<file path="config.mk">
export PLATFORM = sky130hd
export DESIGN_NAME = adcseq_ctrl
export DESIGN_NICKNAME = d
export VERILOG_FILES = /design/src/rtl/adcseq_pkg.sv /design/src/rtl/adcseq_sync.sv /design/src/rtl/adcseq_timer.sv /design/src/rtl/adcseq_result.sv /design/src/rtl/adcseq_ctrl.sv
export SDC_FILE = /design/constraint.sdc
export NUM_CORES = 1
export LEC_CHECK = 0
export ABC_AREA = 1
export ABC_CLOCK_PERIOD_IN_PS = 2390
export BUFFER_PORTS_ARGS = -buffer_cell sky130_fd_sc_hd__buf_2
export CORE_AREA = 4 4 65 91
export CTS_CLUSTER_SIZE = 30
export DETAILED_ROUTE_END_ITERATION = 8
export DIE_AREA = 0 0 69 95
export PLACE_DENSITY_LB_ADDON = 0.15
export SLEW_MARGIN = 20
export SYNTH_ARGS = -nofsm -noshare
export SYNTH_HDL_FRONTEND = slang
export SYNTH_HIERARCHICAL = 1
export SYNTH_SLANG_ARGS = --single-unit
</file>
<file path="constraint.sdc">
create_clock -name clk -period 2.39 [get_ports clk]
set_input_delay 0.1195 -clock clk [delete_from_list [all_inputs] [get_ports clk]]
set_output_delay 0.1195 -clock clk [all_outputs]
set_load 0.02 [all_outputs]
</file>
<file path="src/rtl/adcseq_pkg.sv">
package adcseq_pkg;

    typedef enum logic [2:0] {
        ST_IDLE,
        ST_SETUP,
        ST_SAMPLE,
        ST_CONV,
        ST_READ,
        ST_SETTLE,
        ST_GAP
    } seq_state_t;

    typedef enum logic {
        MODE_SPLIT = 1'b0,
        MODE_JOINT = 1'b1
    } conv_mode_t;

    // Nanoseconds to whole cycles, rounded up, never below one.
    function automatic int ns_to_cyc(input int ns, input int period);
        int c;
        c = (ns + period - 1) / period;
        return (c < 1) ? 1 : c;
    endfunction

    function automatic int max_of(input int a, input int b);
        return (a > b) ? a : b;
    endfunction

endpackage

</file>
<file path="src/rtl/adcseq_sync.sv">
module adcseq_sync #(
    parameter int   STAGES    = 2,
    parameter logic RESET_VAL = 1'b1
) (
    input  logic clk,
    input  logic rst_n,
    input  logic d,
    output logic q
);
    localparam int N = (STAGES < 2) ? 2 : STAGES;

    logic [N-1:0] chain;

    always_ff @(posedge clk or negedge rst_n) begin
        if (!rst_n) begin
            chain <= {N{RESET_VAL}};
        end else begin
            chain <= {chain[N-2:0], d};
        end
    end

    assign q = chain[N-1];
endmodule

</file>
<file path="src/rtl/adcseq_timer.sv">
module adcseq_timer #(
    parameter int W = 8
) (
    input  logic         clk,
    input  logic         rst_n,
    input  logic         clr,
    output logic [W-1:0] count
);
    always_ff @(posedge clk or negedge rst_n) begin
        if (!rst_n) begin
            count <= '0;
        end else if (clr) begin
            count <= '0;
        end else if (count != {W{1'b1}}) begin
            count <= count + 1'b1;
        end
    end
endmodule

</file>
<file path="src/rtl/adcseq_result.sv">
module adcseq_result #(
    parameter int DATA_W = 10,
    parameter int CHAN_W = 2
) (
    input  logic              clk,
    input  logic              rst_n,
    input  logic              load,
    input  logic [DATA_W-1:0] load_data,
    input  logic [CHAN_W-1:0] load_chan,
    output logic              valid,
    input  logic              ready,
    output logic [DATA_W-1:0] data,
    output logic [CHAN_W-1:0] chan
);
    always_ff @(posedge clk or negedge rst_n) begin
        if (!rst_n) begin
            valid <= 1'b0;
            data  <= '0;
            chan  <= '0;
        end else if (load) begin
            valid <= 1'b1;
            data  <= load_data;
            chan  <= load_chan;
        end else if (valid && ready) begin
            valid <= 1'b0;
        end
    end


    res_hold_chk: assert property (@(posedge clk) disable iff (!rst_n)
        (valid && !ready) |=> (valid && $stable(data) && $stable(chan)));


    res_clear_chk: assert property (@(posedge clk) disable iff (!rst_n)
        (valid && ready && !load) |=> !valid);
endmodule

</file>
<file path="src/rtl/adcseq_ctrl.sv">
module adcseq_ctrl
    import adcseq_pkg::*;
#(
    parameter int CLK_NS       = 20,
    parameter int DATA_W       = 10,
    parameter int CHAN_W       = 2,
    parameter int SYNC_STAGES  = 2,
    parameter int TIMEOUT_CYC  = 100,
    parameter int T_SETUP_NS   = 75,
    parameter int T_SAMPLE_NS  = 250,
    parameter int T_ACCESS_NS  = 60,
    parameter int T_SETTLE_NS  = 20,
    parameter int T_GAP_NS     = 50
) (
    input  logic              clk,
    input  logic              rst_n,
    input  logic              conv_mode,
    input  logic              start_valid,
    input  logic [CHAN_W-1:0] start_chan,
    output logic              start_ready,
    output logic              adc_cs_n,
    output logic              adc_sh_n,
    output logic              adc_rd_n,
    output logic [CHAN_W-1:0] adc_sel,
    input  logic              adc_int_n,
    input  logic [DATA_W-1:0] adc_data,
    output logic              res_valid,
    input  logic              res_ready,
    output logic [DATA_W-1:0] res_data,
    output logic [CHAN_W-1:0] res_chan,
    output logic              timeout_err
);
    localparam int SETUP_CYC  = ns_to_cyc(T_SETUP_NS, CLK_NS);
    localparam int SAMPLE_CYC = ns_to_cyc(T_SAMPLE_NS, CLK_NS);
    // one extra cycle so capture lands strictly after the access limit
    localparam int READ_CYC   = ns_to_cyc(T_ACCESS_NS, CLK_NS) + 1;
    localparam int SETTLE_CYC = ns_to_cyc(T_SETTLE_NS, CLK_NS);
    localparam int GAP_CYC    = ns_to_cyc(T_GAP_NS, CLK_NS);
    localparam int WAIT_CYC   = (TIMEOUT_CYC < 1) ? 1 : TIMEOUT_CYC;
    localparam int CNT_TOP    = max_of(max_of(max_of(SETUP_CYC, SAMPLE_CYC),
                                              max_of(READ_CYC, SETTLE_CYC)),
                                       max_of(GAP_CYC, WAIT_CYC));
    localparam int CNT_W      = $clog2(CNT_TOP + 1);

    localparam logic [CNT_W-1:0] SETUP_LAST  = CNT_W'(SETUP_CYC - 1);
    localparam logic [CNT_W-1:0] SAMPLE_LAST = CNT_W'(SAMPLE_CYC - 1);
    localparam logic [CNT_W-1:0] READ_LAST   = CNT_W'(READ_CYC - 1);
    localparam logic [CNT_W-1:0] SETTLE_LAST = CNT_W'(SETTLE_CYC - 1);
    localparam logic [CNT_W-1:0] GAP_LAST    = CNT_W'(GAP_CYC - 1);
    localparam logic [CNT_W-1:0] WAIT_LAST   = CNT_W'(WAIT_CYC - 1);

    seq_state_t        state_q, state_d;
    conv_mode_t        mode_q;
    logic [CHAN_W-1:0] chan_q;
    logic [CNT_W-1:0]  cnt;
    logic              cnt_clr;
    logic              int_s;
    logic              capture;
    logic              to_hit;
    logic              err_q;
    logic              accept;

    // end-of-conversion comes from another timing domain
    adcseq_sync #(
        .STAGES    (SYNC_STAGES),
        .RESET_VAL (1'b1)
    ) i_int_sync (
        .clk   (clk),
        .rst_n (rst_n),
        .d     (adc_int_n),
        .q     (int_s)
    );

    adcseq_timer #(
        .W (CNT_W)
    ) i_phase_timer (
        .clk   (clk),
        .rst_n (rst_n),
        .clr   (cnt_clr),
        .count (cnt)
    );

    adcseq_result #(
        .DATA_W (DATA_W),
        .CHAN_W (CHAN_W)
    ) i_result (
        .clk       (clk),
        .rst_n     (rst_n),
        .load      (capture),
        .load_data (adc_data),
        .load_chan (chan_q),
        .valid     (res_valid),
        .ready     (res_ready),
        .data      (res_data),
        .chan      (res_chan)
    );

    assign start_ready = (state_q == ST_IDLE) && !res_valid;
    assign accept      = start_valid && start_ready;

    // state register
    always_ff @(posedge clk or negedge rst_n) begin
        if (!rst_n) begin
            state_q <= ST_IDLE;
        end else begin
            state_q <= state_d;
        end
    end

    // next state
    always_comb begin
        state_d = state_q;
        capture = 1'b0;
        to_hit  = 1'b0;
        unique case (state_q)
            ST_IDLE: begin
                if (accept) state_d = ST_SETUP;
            end
            ST_SETUP: begin
                if (cnt == SETUP_LAST) state_d = ST_SAMPLE;
            end
            ST_SAMPLE: begin
                if (mode_q == MODE_SPLIT) begin
                    if (cnt == SAMPLE_LAST) state_d = ST_CONV;
                end else if (!int_s) begin
                    state_d = ST_SETTLE;
                end else if (cnt == WAIT_LAST) begin
                    state_d = ST_GAP;
                    to_hit  = 1'b1;
                end
            end
            ST_CONV: begin
                if (!int_s) begin
                    state_d = ST_READ;
                end else if (cnt == WAIT_LAST) begin
                    state_d = ST_GAP;
                    to_hit  = 1'b1;
                end
            end
            ST_READ: begin
                if (cnt == READ_LAST) begin
                    state_d = ST_GAP;
                    capture = 1'b1;
                end
            end
            ST_SETTLE: begin
                if (cnt == SETTLE_LAST) begin
                    state_d = ST_GAP;
                    capture = 1'b1;
                end
            end
            ST_GAP: begin
                if (cnt == GAP_LAST) state_d = ST_IDLE;
            end
            default: state_d = ST_IDLE;
        endcase
    end

    assign cnt_clr = (state_d != state_q);

    // request latch: channel and mode are frozen for the whole transaction
    always_ff @(posedge clk or negedge rst_n) begin
        if (!rst_n) begin
            chan_q <= '0;
            mode_q <= MODE_SPLIT;
        end else if (accept) begin
            chan_q <= start_chan;
            mode_q <= conv_mode_t'(conv_mode);
        end
    end

    always_ff @(posedge clk or negedge rst_n) begin
        if (!rst_n) begin
            err_q <= 1'b0;
        end else begin
            err_q <= to_hit;
        end
    end

    // outputs
    always_comb begin
        adc_cs_n = 1'b1;
        adc_sh_n = 1'b1;
        adc_rd_n = 1'b1;
        unique case (state_q)
            ST_IDLE, ST_GAP: ;
            ST_SETUP, ST_CONV: adc_cs_n = 1'b0;
            ST_SAMPLE: begin
                adc_cs_n = 1'b0;
                adc_sh_n = 1'b0;
                adc_rd_n = (mode_q == MODE_JOINT) ? 1'b0 : 1'b1;
            end
            ST_READ: begin
                adc_cs_n = 1'b0;
                adc_rd_n = 1'b0;
            end
            ST_SETTLE: begin
                adc_cs_n = 1'b0;
                adc_sh_n = 1'b0;
                adc_rd_n = 1'b0;
            end
            default: ;
        endcase
    end

    assign adc_sel     = chan_q;
    assign timeout_err = err_q;

    // checker counters for strobe timing
    logic [CNT_W-1:0] cs_low_cnt, cs_high_cnt, sh_low_cnt;

    always_ff @(posedge clk or negedge rst_n) begin
        if (!rst_n) begin
            cs_low_cnt  <= '0;
            cs_high_cnt <= {CNT_W{1'b1}};
            sh_low_cnt  <= '0;
        end else begin
            cs_low_cnt  <= adc_cs_n ? '0 :
                           ((cs_low_cnt == {CNT_W{1'b1}}) ? cs_low_cnt : cs_low_cnt + 1'b1);
            cs_high_cnt <= !adc_cs_n ? '0 :
                           ((cs_high_cnt == {CNT_W{1'b1}}) ? cs_high_cnt : cs_high_cnt + 1'b1);
            sh_low_cnt  <= adc_sh_n ? '0 :
                           ((sh_low_cnt == {CNT_W{1'b1}}) ? sh_low_cnt : sh_low_cnt + 1'b1);
        end
    end


    strobe_gate_chk: assert property (@(posedge clk) disable iff (!rst_n)
        (!adc_sh_n || !adc_rd_n) |-> !adc_cs_n);


    sel_hold_chk: assert property (@(posedge clk) disable iff (!rst_n)
        (!adc_cs_n) |=> (adc_cs_n || $stable(adc_sel)));


    sel_setup_chk: assert property (@(posedge clk) disable iff (!rst_n)
        $fell(adc_sh_n) |-> (cs_low_cnt >= CNT_W'(SETUP_CYC)));


    sample_width_chk: assert property (@(posedge clk) disable iff (!rst_n)
        ($rose(adc_sh_n) && !adc_cs_n) |-> (sh_low_cnt >= CNT_W'(SAMPLE_CYC)));


    joint_strobe_chk: assert property (@(posedge clk) disable iff (!rst_n)
        ($fell(adc_sh_n) && (mode_q == MODE_JOINT)) |-> $fell(adc_rd_n));


    turnaround_chk: assert property (@(posedge clk) disable iff (!rst_n)
        $fell(adc_cs_n) |-> (cs_high_cnt >= CNT_W'(GAP_CYC)));


    err_pulse_chk: assert property (@(posedge clk) disable iff (!rst_n)
        timeout_err |=> !timeout_err);


    err_no_result_chk: assert property (@(posedge clk) disable iff (!rst_n)
        timeout_err |-> !res_valid);


    accept_chk: assert property (@(posedge clk) disable iff (!rst_n)
        (start_valid && start_ready) |=> !adc_cs_n);


    no_accept_chk: assert property (@(posedge clk) disable iff (!rst_n)
        (adc_cs_n && !(start_valid && start_ready)) |=> adc_cs_n || !$fell(adc_cs_n));
endmodule

</file>
# ---- Word-level counts from Yosys, hierarchy flattened
# Cells that the tools add are included.
dict set report classes {
  n_reduce_logical 11
  n_mux 26
  addsub 1
  eq_ne 12
}
# op count
set op_table {}
lappend op_table {{$mux 3} 10}
lappend op_table {{$pmux 3 s7} 1}
lappend op_table {{$eq 7x2->1 const B} 2}
lappend op_table {{$mux 7} 2}
lappend op_table {{$mux 1} 10}
lappend op_table {{$eq 3x3->1 const B} 3}
lappend op_table {{$add 7x1->7 const B} 1}
lappend op_table {{$eq 7x4->1 const B} 1}
lappend op_table {{$eq 7x7->1 const B} 1}
lappend op_table {{$logic_not 7->1} 1}
lappend op_table {{$ne 7x7->1 const B} 1}
lappend op_table {{$eq 3x2->1 const B} 2}
lappend op_table {{$pmux 1 s2} 3}
lappend op_table {{$reduce_or 5->1} 1}
lappend op_table {{$reduce_bool 2->1} 2}
lappend op_table {{$reduce_or 2->1} 2}
lappend op_table {{$eq 3x1->1 const B} 1}
lappend op_table {{$logic_and 1x1->1} 3}
lappend op_table {{$logic_not 3->1} 1}
lappend op_table {{$ne 3x3->1} 1}
lappend op_table {{$logic_not 1->1} 1}
dict set report totals {
  register_bits 29
  input_bits 18
  out_inout_bits 20
  word_cells 59
}

# ---- Longest topological paths before layout
# Gate-level depths: netlist (run 1).
dict set report depth {
  depth_word 7
  mapped_depth 14
  mapped_depth_nobuf 14
}

# ---- Modules after synthesis
# The synthesis (run 1) kept the hierarchy.
# mod n_inst seq_area_each_um2 cells_per_inst area_per_inst_um2
set by_module_without_submodules {}
lappend by_module_without_submodules {adcseq_ctrl 1 175.2 91 590.6}
lappend by_module_without_submodules {adcseq_result 1 325.3 55 494.2}
lappend by_module_without_submodules {adcseq_timer 1 175.2 47 370.4}
lappend by_module_without_submodules {adcseq_sync 1 52.6 2 52.6}

# ---- Worst setup path before layout (run 1)
# No wires, ideal clock.
dict set report synth_path {
  path_kind {reg2reg}
  start {register state_q[2]}
  end {register i_phase_timer.count[1]}
  arrival_ns 1.613
  n_path_buf 0
  setup_slack_ns 0.711
  required_time_ns 2.325
  period_less_slack_ns 1.679
  setup_time_ns 0.065
  path_stages_with_launch 14
  cell_sequence {dfrtp_1 inv_2 nand3_2 nor2_2 nand2_4 nand3_2 nor2_1 nand2_1 nand2_1 nand3_1 inv_1 nand2_2 nand3_1 nand2_1}
}
dict set report synth_between {
  elab_chain_cells 7
  word_cells_on_any_way 23
  cone_classes {eq/ne (7); mux (12); reduce/logical (4)}
}
# element line_no
set synth_rtl {}
lappend synth_rtl {{start, declared} adcseq_ctrl.sv:52} ;# seq_state_t state_q, state_d;
lappend synth_rtl {{start signal, assigned} adcseq_ctrl.sv:106} ;# state_q <= state_d;
lappend synth_rtl {{$logic_not 3->1 *} adcseq_ctrl.sv:98} ;# assign start_ready = (state_q == ST_IDLE) && !res_valid;
lappend synth_rtl {{$logic_and 1x1->1 *} adcseq_ctrl.sv:98}
lappend synth_rtl {{net start_ready} adcseq_ctrl.sv:20} ;# output logic start_ready,
lappend synth_rtl {{$logic_and 1x1->1 *} adcseq_ctrl.sv:99} ;# assign accept = start_valid && start_ready;
lappend synth_rtl {{$mux 3 *} adcseq_ctrl.sv:117} ;# if (accept) state_d = ST_SETUP;
lappend synth_rtl {{$pmux 3 s7 *} adcseq_ctrl.sv:115} ;# unique case (state_q)
lappend synth_rtl {{net state_d[0]} adcseq_ctrl.sv:52}
lappend synth_rtl {{$ne 3x3->1 *} adcseq_ctrl.sv:159} ;# assign cnt_clr = (state_d != state_q);
lappend synth_rtl {{net cnt_clr} adcseq_ctrl.sv:56} ;# logic cnt_clr;
lappend synth_rtl {{$mux 7 or $reduce_bool 2->1 (tied branches)} -}
lappend synth_rtl {{end signal, assigned} adcseq_timer.sv:15} ;# count <= count + 1'b1;
lappend synth_rtl {{end, declared} adcseq_timer.sv:7} ;# output logic [W-1:0] count
# The timed path passes the listed nets; every way through them passes the cells marked *.
# A chain may end at the register's enable or synchronous reset.

# ---- Worst setup path in the final report (run 1)
dict set report layout_path {
  start {register i_phase_timer.count[2]}
  end {register i_phase_timer.count[1]}
}
dict set report layout_between {
  elab_chain_cells 7
  word_cells_on_any_way 19
  cone_classes {eq/ne (6); mux (11); reduce/logical (2)}
}
# element line_no
set layout_rtl {}
lappend layout_rtl {{$eq 7x7->1} {adcseq_ctrl.sv:127, adcseq_ctrl.sv:135}}
lappend layout_rtl {{$mux 3} {adcseq_ctrl.sv:127, adcseq_ctrl.sv:135}}
lappend layout_rtl {{$mux 3} adcseq_ctrl.sv:125} ;# end else if (!int_s) begin
lappend layout_rtl {{$mux 3} adcseq_ctrl.sv:123} ;# if (mode_q == MODE_SPLIT) begin
lappend layout_rtl {{$pmux 3 s7 *} adcseq_ctrl.sv:115}
lappend layout_rtl {{net state_d[0]} adcseq_ctrl.sv:52}
lappend layout_rtl {{$ne 3x3->1 *} adcseq_ctrl.sv:159}
lappend layout_rtl {{net cnt_clr} adcseq_ctrl.sv:56}
lappend layout_rtl {{$mux 7 or $reduce_bool 2->1 (tied branches)} -}
# Marks and branches as above.

==> flow_summary.yaml, run 1 <==
status:
  status: "finished, final reports clean"
setup_path:
  r2r_end: "i_phase_timer/count[1]$_DFFE_PN0P_"
  cp_cell_sequence: "inv_1 -> nand2_1 -> nor2_2 -> nand2_1 -> nand2_1 -> nand3_1 -> nand3_1 -> nand2_1 -> nand2_1 -> nand3_1 -> inv_1 -> nand2_2 -> nand3_1 -> nand2_1"
  crit_path_top_delay_cell: "dfrtp_1"
  crit_required_ns: 2.56
  critPathCaptureType: "register"
  ff2ff_path_depth: 14
  worstPathArrival_ns: 2.13
  startpoint_type: "register"
  timing.rr.start: "i_phase_timer/count[2]$_DFFE_PN0P_"
  path_class: "register to register"
  cp.depth: 14
  crit_start: "i_phase_timer/count[2]$_DFFE_PN0P_"
  crit_end: "i_phase_timer/count[1]$_DFFE_PN0P_"
  r2r_setup_slack_ns: 0.43
  critPathMaxFanout: 8
  slowest_delay_ns: 0.45
  path_buf_inv: 2
  crit_family: "simple AND/OR/NAND/NOR gates"
  cpMostUsedCell: "nand2_1"
timing:
  slew_viol_final: 0
  setup_viol: 0
  max_freq_mhz: 510
  post-route-min-period_ns: 1.96
  setup-tns-final_ns: 0
  max_slew_margin_pct: 55.7
  fin_hold_ws_ns: 0.0449
  hold_viol_final: 0
  fin_skew_ns: 0.00616
  rsz0062_at_grt: "no"
  tightest_slew_ns: 0.664
  period_share_pct: 82.1
clock_network:
  htree_levels: 2
  ctsResizeCount: 0
  cts_tree: "yes"
  cts.sinks: 29
  insertion_delay_ns: 0.28
  numCtsBuffers: 5
  clk_path_buf_depth: 2
  path_clk_slew_ns: 0.06
  cts_root_buf: "clkbuf_8"
route:
  drt-met1-wl_um: 1520
  wl_um: 3730
  dr_total_vias: 1373
  drt_iter0_drc: 43
  wl_per_cell_um: 12.1
  dr_wl_met3_um: 201
  met2_length_um: 1910
  drc_errors: 0
  highest_layer: "met4"
  viasPerCell: 4.47
  first_pass_iters: 4
  postRouteAntennaNets: 0
global_routing:
  grt_pass1_vias: 1401
  antenna_found_initial: 0
  grt_overflow: 0
  grt_pass1_wl_um: 6510
  grt_start_max_net_pins: 30
  track_usage_pct: 12.4
synthesis:
  synth_seq_area_share_pct: 48.3
  synth_fp_nets: 214
  yosysTopAreaCell: "dfrtp_1"
  synth_area_per_cell_um2: 7.73
  ys_types: 20
  synth_area_leaders: "dfrtp_1, nand2_1, nor2_1, nand3_1, dfstp_2"
  syn_area_mm2: 0.00151
  ys_warn_count: 6
  synthCells: 195
  synth_top_area_share_pct: 44.8
  synth-seq-cells: 29
job:
  cap_violations: 0
die:
  die_x_um: 69
  rows: 31
  core_area_mm2: 0.00512
  die_h_um: 95
  initial_core_util_pct: 29.4
  die_area_mm2: 0.00656
  ioPinCount: 38
finish:
  final_layout_size_suffix_gt1_share_pct: 28.2
  final_common_cell: "nand2_1"
  fillers: 578
  layout_common_cells: "nand2_1, buf_2, dfrtp_1"
  num_antenna_cells: 0
  area_delta_synth_final_pct: 24.6
  regArea_um2: 728
  fin_nets: 260
  multi_input_area_um2: 697
  fin_util_pct: 36.7
  post-route-cell-area_mm2: 0.00188
place:
  numPortBuffers: 37
  placed_area_mm2: 0.00177
  gp_congestion: 0.769
  place_hpwl_um: 2850
power:
  comb_power_share_pct: 48.1
  p_leak_uw: 0.00100
  clockPowerShare_pct: 17.0
  p_int_uw: 1280
  total_power_uw: 2340
  power_density_mw_per_mm2: 1250
  p_switching_uw: 1060
  sw_frac_of_total_pct: 45.2
  seqPwrFrac_pct: 34.9
  ir_worst_vdd_mv: 0.462
min_path:
  hold_class: "input pin to register"
-- synth_stat cells (all sizes together) --
| cell | instances |
|---|---|
| a21boi | 2 |
| a21oi | 6 |
| buf | 2 |
| dfrtp | 27 |
| dfstp | 2 |
| ha | 1 |
| inv | 17 |
| mux2 | 2 |
| nand2 | 81 |
| nand3 | 21 |
| nor2 | 30 |
| nor3 | 1 |
| o21ai | 3 |
-- power by group through the flow --
stage               registers, µW  logic [µW]  clock network (µW)
finish                        817        1130                 398
global route                  848        1260                 432
CTS                           816        1150                 422
detailed placement            824        1140                   0
global placement              829        1150                   0
floorplan                     967         635                   0
-- flip-flops by register name (all words and copies together), names as in the netlist --
| register | flops |
|---|---|
| adc_sel | 2 |
| i_int_sync/chain | 2 |
| i_phase_timer/count | 7 |
| i_result/chan | 2 |
| i_result/data | 10 |
| i_result/valid | 1 |
| mode_q | 1 |
| state_q | 3 |
| timeout_err | 1 |
-- kinds of logic (layout without fill, tap and decap cells) --
logic type	count (synthesis)	count (layout)	synth area share, %
buf+inv	19	65	5.48
mux	2	2	1.99
flops	29	29	48.3
fa+ha+maj	1	1	0.830
simple gates	133	133	39.4
compound gates	11	11	3.98
-- repair_timing --
item | 4_1_cts | 5_1_grt
hold buffers | 2 | 0
endpoints found under the hold margin | 28 | 0
buffers inserted | 0 | 0
-- metrics by stage --
stage               instances  worst slack [ns]
CTS                       307             0.436
finish                    307             0.429
detailed placement        298             0.445
global placement          298             0.443
global route              307             0.113
floorplan                 195             0.711
-- area by class of cell --
| type | count | share of cell area [%] |
|---|---|---|
| clock buffers | 7 | 4.60 |
| multi-input cells | 147 | 37.1 |
| flip-flops and latches | 29 | 38.8 |
| repair buffers | 41 | 11.7 |
| well taps | 66 | 4.40 |
| inverters | 17 | 3.40 |
-- layer usage --
metal / GRT usage [%] / vias to the layer above
li1: - / 696
met4: 5.86 / 0
met1: 13.2 / 635
met5: 0 / -
met3: 3.30 / 8
met2: 22.9 / 34
-- worst min-delay path, cell delays in order --
cell and delay [ns]:
buf_2 0.07, nand2_1 0.04, nand2_1 0.06
-- worst min-delay path by stage --
| stage | slack, ns | end | cells after the start | start |
|---|---|---|---|---|
| after global routing | 0.05 | i_result/data[3]$_DFFE_PN0P_ | 3 | adc_data[3] |
| after global placement | 0.21 | i_result/data[7]$_DFFE_PN0P_ | 1 | rst_n |
| after detailed placement | 0.20 | i_result/data[7]$_DFFE_PN0P_ | 1 | rst_n |
| after floorplan | -0.18 | adc_sel[0]$_DFFE_PN0P_ | 0 | rst_n |
| final | 0.04 | i_result/data[1]$_DFFE_PN0P_ | 3 | adc_data[1] |
| after CTS | 0.04 | i_result/data[1]$_DFFE_PN0P_ | 3 | adc_data[1] |
Power figures use the tool's default switching activity.
==> run 2, diff against run 1 <==
- ABC_CLOCK_PERIOD_IN_PS: 2390 -> 1940
- clock period: 2.39 -> 1.94 ns (I/O delays scaled with it)
==> flow_summary.yaml, run 2 (same netlist as run 1, synthesis figures left out) <==
place:
  pre_cts_ws_ns: 0.0594
  gp_congestion: 0.822
  dp.cells: 305
  place_hpwl_um: 2820
  numPortBuffers: 37
global_routing:
  grt_pass1_vias: 1410
  track_usage_pct: 11.9
  grt_overflow: 0
  antenna_found_initial: 0
  grt_start_max_net_pins: 30
  grt_pass1_wl_um: 6260
finish:
  num_antenna_cells: 0
  largest-register: "i_result/data"
  finalNonFillerCells: 315
  final_layout_size_suffix_gt1_share_pct: 32.1
  area_delta_synth_final_pct: 29.9
  largest_register_ffs: 10
  layout_common_cells: "nand2_1, buf_2, dfrtp_1"
  fin_util_pct: 38.2
  largestRegisters: "i_result/data: 10 flops, i_phase_timer/count: 7 flops, state_q: 3 flops"
  final_common_cell: "nand2_1"
  fin_nets: 267
route:
  wl_um: 3680
  dr_total_vias: 1372
  postRouteAntennaNets: 0
  drc_errors: 0
  viasPerCell: 4.36
  drt_iter0_drc: 52
  wl_per_cell_um: 11.7
  first_pass_iters: 4
clock_network:
  insertion_delay_ns: 0.28
  clk_path_buf_depth: 2
  htree_levels: 2
  cts_root_buf: "clkbuf_8"
  path_clk_slew_ns: 0.07
  cts_tree: "yes"
  cts.sinks: 29
  postCtsSetupBuffers: 0
  numCtsBuffers: 5
die:
  initial_core_util_pct: 29.4
  rows: 31
  die_x_um: 69
  die_area_mm2: 0.00656
  die_h_um: 95
  ioPinCount: 38
  core_area_mm2: 0.00512
timing:
  hold_viol_final: 0
  fin_skew_ns: 0.00506
  post-route-min-period_ns: 1.69
  setup-tns-final_ns: 0
  setup_viol: 0
  max_freq_mhz: 591
  max_slew_margin_pct: 54.7
  rsz0062_at_grt: "no"
  period_share_pct: 87.2
  tightest_slew_ns: 0.679
  setup_ws_ns: 0.248
  slew_viol_final: 0
status:
  status: "finished, final reports clean"
setup_path:
  crit_required_ns: 2.11
  critPathCaptureType: "register"
  critPathMaxFanout: 8
  worstPathArrival_ns: 1.87
  path_class: "register to register"
  startpoint_type: "register"
min_path:
  hold_class: "input pin to register"
job:
  cap_violations: 0
power:
  p_leak_uw: 0.00105
  power_density_mw_per_mm2: 1520
  ir_worst_vdd_mv: 0.522
run 2: changes by cell type in the layout (fill, tap and decap cells not counted):
cell,before,now
buf_4,2,9
clkbuf_1,1,0
clkbuf_8,6,7
clkinv_2,0,1
inv_1,14,13
inv_2,3,4
nand2_1,77,76
nand2_2,3,4
nand3_1,16,15
nand3_2,5,6
nor2_2,5,4
nor2_4,2,3
run 2: path summary, 6_finish.rpt:
| kind | startpoint | end | slack (ns) | cells after the start |
|---|---|---|---|---|
| worst max-delay path | state_q[1]$_DFF_PN0_ | i_phase_timer/count[1]$_DFFE_PN0P_ | 0.25 | 13 |
| worst min-delay path | adc_data[6] | i_result/data[6]$_DFFE_PN0P_ | 0.02 | 3 |
| worst max register to register | state_q[1]$_DFF_PN0_ | i_phase_timer/count[1]$_DFFE_PN0P_ | 0.25 | 13 |
| worst min register to register | i_int_sync/chain[0]$_DFF_PN1_ | i_int_sync/chain[1]$_DFF_PN1_ | 0.36 | 0 |
| max in group asynchronous | rst_n | i_result/chan[0]$_DFFE_PN0P_ | 1.10 | 2 |
| min in group asynchronous | rst_n | state_q[2]$_DFF_PN0_ | 0.39 | 2 |
run 2: report_power, final:
group / switching (µW) / internal (µW) / total [µW]
combinational: 946 / 502 / 1450
clock: 230 / 320 / 550
sequential: 159 / 830 / 988
total: 1330 / 1650 / 2990
run 2: what timing repair did:
action                                  4_1_cts  5_1_grt
resized for setup                             0        4
endpoints found under the hold margin        28        0
endpoints found under the setup margin        0        6
hold buffers                                  2        0
run 2: area by class of cell:
cell class                 count  area, µm²
fill                         549       3160
timing repair buffer          48        273
inverter                      17       63.8
multi-input combinational    147        709
sequential                    29        728
clock buffer                   7       96.3
clock inverter                 1       5.00
tap                           66       82.6
run 2: through the flow:
| step | cell area [µm²] | hold slack [ns] | total power [µW] |
|---|---|---|---|
| final | 1960 | 0.0176 | 2990 |
| after global routing | 1960 | 0.0247 | 3240 |
| after CTS | 1950 | 0.0103 | 3010 |
| after detailed placement | 1820 | 0.174 | 2450 |
| after global placement | 1820 | 0.183 | 2450 |
| after floorplan | 1510 | -0.199 | 1970 |
run 2: critical path, stage by stage, from the launching register on:
cell and delay, ns:
dfrtp_1 0.42, inv_1 0.12, nand2_2 0.11, nor2_1 0.06, nand3_1 0.10, nand2_2 0.07
nor2_2 0.11, nand3_2 0.07, nand2_1 0.08, nand3_2 0.11, inv_2 0.14, nand2_2 0.08
nand3_1 0.07, nand2_1 0.05
run 2: routing by layer:
layer  wire [µm]  share of wire (%)  up-vias  GRT usage [%]
li1            -                  -      714              -
met1        1500                 41      613           12.3
met2        1900                 52       38           22.5
met3         222                6.0        7           3.41
met4          58                1.6        0           4.56
met5           0                  0        -              0
==> run 3, diff against run 2 <==
- ABC_AREA: 1 -> not set
==> flow_summary.yaml, run 3 <==
timing:
  slew_viol_final: 0
  max_slew_margin_pct: 57.4
  setup-tns-final_ns: 0
  fin_skew_ns: 0.00358
  setup_ws_ns: 0.0541
  period_share_pct: 97.2
  max_freq_mhz: 530
  rsz0062_at_grt: "yes"
  tightest_slew_ns: 0.638
  post-route-min-period_ns: 1.89
  setup_viol: 0
  hold_viol_final: 0
finish:
  layout_common_cells: "buf_2, dfrtp_1, buf_4"
  fin_nets: 208
  final_common_cell: "buf_2"
  final_layout_size_suffix_gt1_share_pct: 51.6
  finalNonFillerCells: 256
  largestRegisters: "i_result/data: 10 flops, i_phase_timer/count: 7 flops, state_q: 3 flops"
  largest_register_ffs: 10
  num_antenna_cells: 0
  largest-register: "i_result/data"
  area_delta_synth_final_pct: 37.7
global_routing:
  track_usage_pct: 11.2
  grt_pass1_wl_um: 5820
  grt_start_max_net_pins: 30
  antenna_found_initial: 0
  grt_overflow: 0
  grt_pass1_vias: 1228
die:
  die_h_um: 95
  initial_core_util_pct: 29.3
  die_area_mm2: 0.00656
  rows: 31
  core_area_mm2: 0.00512
  die_x_um: 69
  ioPinCount: 38
setup_path:
  critPathMaxFanout: 5
  path_class: "register to register"
  ff2ff_path_depth: 6
  startpoint_type: "register"
  worstPathArrival_ns: 2.05
  crit_required_ns: 2.10
  critPathCaptureType: "register"
status:
  status: "finished, final reports clean"
place:
  numPortBuffers: 37
  pre_cts_ws_ns: 0.0810
  gp_congestion: 0.795
  dp.cells: 238
  place_hpwl_um: 2590
power:
  total_power_uw: 3500
  power_density_mw_per_mm2: 1690
  ir_worst_vdd_mv: 0.689
  p_leak_uw: 0.000985
synthesis:
  ys_types: 49
  synth_area_per_cell_um2: 11.9
  synth_seq_area_share_pct: 48.5
  synth_top_area_share_pct: 45.0
  synth_area_leaders: "dfrtp_1, mux2_4, dfstp_2, nand2_1, mux2_1"
  synth_fp_nets: 145
  synth-seq-cells: 29
  synth-main-ff-cell: "dfrtp_1"
  async_flop_share_pct: 100
  synth.most_common_cell: "dfrtp_1"
  yosysTopAreaCell: "dfrtp_1"
  synthTopCellsByCount: "dfrtp_1, nand2_1, mux2_4, nor2_1, a21oi_1"
  syn_area_mm2: 0.00150
  synthCells: 126
  synth-edff-count: 0
  ys_warn_count: 6
route:
  drc_errors: 0
  drt_iter0_drc: 15
  viasPerCell: 4.86
  wl_per_cell_um: 13.9
  dr_total_vias: 1244
  wl_um: 3560
  postRouteAntennaNets: 0
  first_pass_iters: 4
clock_network:
  path_clk_slew_ns: 0.07
  cts.sinks: 29
  cts_tree: "yes"
  htree_levels: 2
  insertion_delay_ns: 0.28
  numCtsBuffers: 5
  cts_root_buf: "clkbuf_8"
  clk_path_buf_depth: 2
job:
  cap_violations: 0
min_path:
  hold_path_depth: 2
  hold_class: "input pin to register"
run 3: layer usage:
| metal | global-route usage (%) | routed length [µm] | share of wire (%) |
|---|---|---|---|
| met4 | 3.91 | 50 | 1.4 |
| met5 | 0 | 0 | 0 |
| met1 | 11.9 | 1480 | 42 |
| met3 | 4.15 | 187 | 5.3 |
| met2 | 20.5 | 1840 | 52 |
run 3: path summary, 6_finish.rpt:
kind / slack, ns / from / end
max: 0.05 / i_phase_timer/count[0]$_DFFE_PN0P_ / i_phase_timer/count[2]$_DFFE_PN0P_
min: 0.03 / start_chan[1] / adc_sel[1]$_DFFE_PN0P_
max reg2reg: 0.05 / i_phase_timer/count[0]$_DFFE_PN0P_ / i_phase_timer/count[2]$_DFFE_PN0P_
min reg2reg: 0.36 / i_int_sync/chain[0]$_DFF_PN1_ / i_int_sync/chain[1]$_DFF_PN1_
max in group asynchronous: 1.11 / rst_n / state_q[2]$_DFF_PN0_
min in group asynchronous: 0.36 / rst_n / i_result/data[4]$_DFFE_PN0P_
run 3: final cells by class:
cell class	instances	area (µm²)
fill	522	3050
clock inverter	2	37.5
inverter	4	15.0
clock buffer	6	82.6
multi-input combinational	89	743
timing repair buffer	60	375
sequential	29	733
tap	66	82.6
run 3: worst max-delay path: stages (launching register included):
cell and delay (ns):
dfrtp_2 0.44, or4_4 0.57, nor3_4 0.16, o32ai_1 0.10, o211ai_2 0.28, buf_4 0.18
a211oi_1 0.04
run 3: kinds of logic after synthesis:
logic type | Yosys count | synth area share (%)
flip-flops | 29 | 48.5
AND/OR/NAND/NOR | 42 | 18.3
XOR/XNOR | 1 | 0.583
AO/OA/AOI/OAI | 27 | 13.6
buffers and inverters | 8 | 2.75
adder cells (fa/ha/maj) | 1 | 0.833
multiplexers | 18 | 15.5
run 3: report_power, final:
part / internal [µW] / switching (µW) / total (µW)
logic: 897 / 919 / 1820
registers: 844 / 172 / 1020
clock network: 417 / 249 / 666
total: 2160 / 1340 / 3500
run 3: through the flow:
| stage | utilization [%] | instance area [µm²] | hold WS [ns] |
|---|---|---|---|
| after floorplan | - | 1500 | -0.199 |
| after global placement | 36.2 | 1850 | 0.163 |
| after detailed placement | 36.2 | 1850 | 0.171 |
| after CTS | 39.0 | 1990 | 0.0229 |
| after global routing | 40.4 | 2070 | 0.0271 |
| final | 40.4 | 2070 | 0.0294 |
run 3: timing repair:
| item | 4_1_cts | 5_1_grt |
|---|---|---|
| hold buffers | 2 | 0 |
| resized for setup | 0 | 7 |
| endpoints found under the hold margin | 28 | 0 |
| buffers inserted | 0 | 8 |
| setup endpoints to repair | 0 | 7 |
